## src/rtl/mag_cmp_pkg.sv

```systemverilog
package mag_cmp_pkg;

   typedef struct packed {
      logic lt;
      logic eq;
      logic gt;
   } cmp_rel_t;

   localparam cmp_rel_t REL_EQUAL = '{lt: 1'b0, eq: 1'b1, gt: 1'b0};

   function automatic logic rel_is_onehot(input cmp_rel_t r);
      return (32'(r.lt) + 32'(r.eq) + 32'(r.gt)) == 32'd1;
   endfunction

endpackage

```

## src/rtl/mag_bit_cell.sv

```systemverilog
module mag_bit_cell (
   input  logic a_bit,
   input  logic b_bit,
   output logic same,
   output logic above,
   output logic below
);
   always_comb begin
      same  = ~(a_bit ^ b_bit);
      above = a_bit & ~b_bit;
      below = ~a_bit & b_bit;
   end

   always_comb begin
      a_r4_cell_exclusive: assert (32'(same) + 32'(above) + 32'(below) == 32'd1)
         else $error("bit cell outcome not exclusive");
   end
endmodule

```

## src/rtl/mag_slice.sv

```systemverilog
module mag_slice
   import mag_cmp_pkg::*;
#(
   parameter int SLICE_W = 4
) (
   input  logic [SLICE_W-1:0] a_nib,
   input  logic [SLICE_W-1:0] b_nib,
   input  cmp_rel_t           lo_rel,
   output cmp_rel_t           hi_rel
);
   generate
      if (SLICE_W < 1) begin : g_bad_width
         $error("SLICE_W must be at least 1");
      end
   endgenerate

   logic [SLICE_W-1:0] bit_same, bit_above, bit_below;
   logic [SLICE_W-1:0] upper_same;
   logic [SLICE_W-1:0] win_gt, win_lt;

   for (genvar i = 0; i < SLICE_W; i++) begin : g_bit
      mag_bit_cell u_cell (
         .a_bit (a_nib[i]),
         .b_bit (b_nib[i]),
         .same  (bit_same[i]),
         .above (bit_above[i]),
         .below (bit_below[i])
      );
      if (i == SLICE_W - 1) begin : g_top
         assign upper_same[i] = 1'b1;
      end else begin : g_rest
         assign upper_same[i] = upper_same[i+1] & bit_same[i+1];
      end
      assign win_gt[i] = bit_above[i] & upper_same[i];
      assign win_lt[i] = bit_below[i] & upper_same[i];
   end

   logic nib_eq, nib_gt, nib_lt;

   always_comb begin
      nib_eq    = &bit_same;
      nib_gt    = |win_gt;
      nib_lt    = |win_lt;
      hi_rel.gt = nib_gt | (nib_eq & lo_rel.gt);
      hi_rel.eq = nib_eq & lo_rel.eq;
      hi_rel.lt = nib_lt | (nib_eq & lo_rel.lt);
   end

   always_comb begin
      a_r1_slice_gt: assert (!(a_nib > b_nib) || hi_rel.gt)
         else $error("slice missed greater");
      a_r3_slice_lt: assert (!(a_nib < b_nib) || hi_rel.lt)
         else $error("slice missed less");
      a_r2_slice_eq: assert (!hi_rel.eq || (a_nib == b_nib && lo_rel.eq))
         else $error("slice equal without cause");
      a_r7_slice_onehot: assert (!rel_is_onehot(lo_rel) || rel_is_onehot(hi_rel))
         else $error("slice relation not one-hot");
   end
endmodule

```

## src/rtl/mag_chain.sv

```systemverilog
module mag_chain
   import mag_cmp_pkg::*;
#(
   parameter int WIDTH   = 12,
   parameter int SLICE_W = 4
) (
   input  logic [WIDTH-1:0] a_val,
   input  logic [WIDTH-1:0] b_val,
   input  logic             low_lt,
   input  logic             low_eq,
   input  logic             low_gt,
   output logic             rel_lt,
   output logic             rel_eq,
   output logic             rel_gt
);
   localparam int N_SLICE = WIDTH / SLICE_W;

   generate
      if (SLICE_W != 4) begin : g_bad_slice
         $error("slices are four bits wide");
      end
      if (WIDTH < SLICE_W || (WIDTH % SLICE_W) != 0) begin : g_bad_width
         $error("WIDTH must be a positive multiple of SLICE_W");
      end
   endgenerate

   cmp_rel_t link [N_SLICE+1];

   assign link[0] = '{lt: low_lt, eq: low_eq, gt: low_gt};

   for (genvar s = 0; s < N_SLICE; s++) begin : g_slice
      mag_slice #(.SLICE_W(SLICE_W)) u_slice (
         .a_nib  (a_val[s*SLICE_W +: SLICE_W]),
         .b_nib  (b_val[s*SLICE_W +: SLICE_W]),
         .lo_rel (link[s]),
         .hi_rel (link[s+1])
      );
   end

   always_comb begin
      rel_lt = link[N_SLICE].lt;
      rel_eq = link[N_SLICE].eq;
      rel_gt = link[N_SLICE].gt;
   end

   always_comb begin
      a_r8_native_match: assert (!(low_eq && !low_lt && !low_gt) ||
                                 ({rel_lt, rel_eq, rel_gt} ==
                                  {a_val < b_val, a_val == b_val, a_val > b_val}))
         else $error("chain disagrees with unsigned compare");
      a_r5_msb_decides: assert (a_val == b_val || (rel_gt == (a_val > b_val)))
         else $error("differing operands misjudged");
   end
endmodule

```

## config.mk

```make
export PLATFORM = sky130hd
export DESIGN_NAME = mag_chain
export DESIGN_NICKNAME = d
export VERILOG_FILES = /design/src/rtl/mag_cmp_pkg.sv /design/src/rtl/mag_bit_cell.sv /design/src/rtl/mag_slice.sv /design/src/rtl/mag_chain.sv
export SDC_FILE = /design/constraint.sdc
export NUM_CORES = 1
export LEC_CHECK = 0
export BUFFER_PORTS_ARGS = -buffer_cell sky130_fd_sc_hd__buf_2
export CORE_AREA = 4 4 41 43
export DETAILED_ROUTE_END_ITERATION = 8
export DIE_AREA = 0 0 45 47
export PLACE_DENSITY = 0.88
export SLEW_MARGIN = 10
export SYNTH_ARGS = -nofsm -noshare
export SYNTH_HDL_FRONTEND = slang
export SYNTH_SLANG_ARGS = --single-unit
```

## constraint.sdc

```tcl
create_clock -name vclk -period 1.45
set_clock_uncertainty 0.2 [all_clocks]
set_input_delay 0 -clock vclk [all_inputs]
set_output_delay 0 -clock vclk [all_outputs]
set_load 0.01 [all_outputs]
```

==> metrics.yaml <==
outcome:
  status: "finished clean"
worst_setup_path:
  cp_max_fo: 2
  cp_slowest_stage_delay_ns: 0.35
  required_ns: 1.25
  path_delay_family: "compound AO/OA/AOI/OAI gates"
  path_cells: "buf_2 > inv_1 > ha_1 > nand2_1 > nor2_2 > a2111oi_2 > nor2_1 > buf_2"
  crit_path_frequent_cell: "buf_2"
  path_class: "primary input to primary output"
  cp_slowest_cell: "a2111oi_2"
  arrival_ns: 1.19
  crit_buf_inv: 3
  endpoint_kind: "primary output"
  startpoint_type: "primary input"
finish:
  seq_area_um2: 0
  syn2layout_area_growth_pct: 67.4
  drive_gt1_share_pct: 53.3
  final_common_cell: "buf_2"
  fin_util_pct: 75.0
  fin_cells: 135
  nets: 173
  nFillCells: 91
  stdcell_area_um2: 976
  final_cell_mix: "buf_2, inv_1, ha_1"
  numSequentialCells: 0
  antenna_cells: 0
  clockBufferCount: 0
route:
  drtIter0Drc: 5
  wl_mm: 1.63
  avgRoutedWirePerCell_um: 12.1
  vias: 690
  via_per_inst: 5.11
  ant_nets: 0
  drt_pass1_iterations: 4
  drc_errors: 0
floorplan:
  initial_utilization_pct: 44.8
  die-area_um2: 2120
  dieHeight_um: 47
  die_w_um: 45
  core_area_um2: 1300
  pin_count: 30
  rows: 13
placed_design:
  dp_cells: 135
  numPortBuffers: 30
  dpl_cell_area_um2: 797
  gp_congestion: 0.784
  dp_hpwl_mm: 1.20
sta:
  fmax_mhz: 720
  fin_tns_setup_ns: 0
  fin_hold_ws_ns: 0.142
  fin_crit_ns: 1.39
  slew_violations: 0
  timing.final.crit_share_pct: 95.8
  finalSetupViolations: 0
  hold_viol: 0
  worst_pin_slew_ns: 0.380
  rsz0062_at_grt: "true"
  slew_headroom_pct: 74.4
flow_run:
  cap_violations: 0
power_and_ir_drop:
  powerDensity_nw_per_um2: 310
  leakagePower_nw: 0.533
  max-vdd-ir-drop_mv: 0.214
grt:
  grt_max_degree: 6
  grt_pass1_wl_mm: 2.45
  grt_pass1_vias: 643
  track_usage_pct: 14.7
  overflow: 0
  antenna_found_initial: 0
clock_tree:
  cts_hold_buf: 0
logic_synthesis:
  syn_area_per_cell_um2: 6.94
  synth_warnings: 0
  syn_inst: 84
  yosys.cell_types.count: 12
  ys_seq_area_share_pct: 0
  netlist_area_um2: 583
  syn_nets: 135
min_path:
  min_path_cells: 4
  min_path_type: "primary input to primary output"
  holdPathEnd: "rel_eq"
  min_from: "low_eq"
[per-layer routing]
| layer | vias to the layer above | GRT usage (%) | wire [um] |
|---|---|---|---|
| met3 | 0 | 0.766 | 97 |
| met4 | 0 | 0 | 0 |
| li1 | 354 | - | - |
| met2 | 20 | 30.5 | 893 |
| met1 | 316 | 17.3 | 637 |
| met5 | - | 0 | 0 |
[cell type report]
type	instances	area [um2]	area share, %
inverters	24	90.1	9.23
multi-input cells	60	659	67.6
well taps	15	18.8	1.92
repair buffers	36	208	21.3
[through the flow]
stage | total power [W] | setup WS, ns
global placement | 0.000197 | -0.0743
CTS | 0.000252 | 0.00604
global route | 0.000334 | -0.0252
finish | 0.000302 | 0.0603
floorplan | 0.000116 | 0.183
detailed placement | 0.000209 | -0.141
[where the power goes]
part	total [W]	internal, W	leakage, nW	switching (W)
logic	0.000302	0.000150	0.533	0.000152
registers	0	0	0	0
clock network	0	0	0	0
total	0.000302	0.000150	0.533	0.000152
[worst min-delay path: stages]
cell and delay [ns]:
buf_2 0.09, nand3_1 0.08, nor3_2 0.04, buf_2 0.13
[cells by family after synthesis]
family	synth area share [%]
adder cells (fa/ha/maj)	51.5
AO/OA/AOI/OAI	18.9
AND/OR/NAND/NOR	14.2
buffers and inverters	15.5
[how the worst max path moves through the flow]
stage	from	to	cells past startpoint
after floorplan	a_val[3]	rel_gt	6
after global placement	a_val[3]	rel_lt	8
after detailed placement	a_val[3]	rel_lt	8
after CTS	a_val[7]	rel_lt	8
after global routing	a_val[3]	rel_gt	8
final	a_val[4]	rel_lt	8
[timing repair]
action	4_1_cts	5_1_grt
pin swaps	5	15
endpoints found under the setup margin	3	3
gates resized for setup	14	22
setup buffers	0	0
[Yosys cell counts]
library cell  number  area share, %
nand3_1            9            7.7
o31ai_1            2            2.6
or3_1              1            1.1
ha_1              24             52
nand2_1            4            2.6
a2111oi_1          2            3.4
a21oi_1           10            8.6
nor2_1             3            1.9
o211ai_1           2            2.6
o21ai_0            2            1.7
nor3_1             1           0.86
inv_1             24             15
Note: power is estimated with default switching activity, not from simulation.
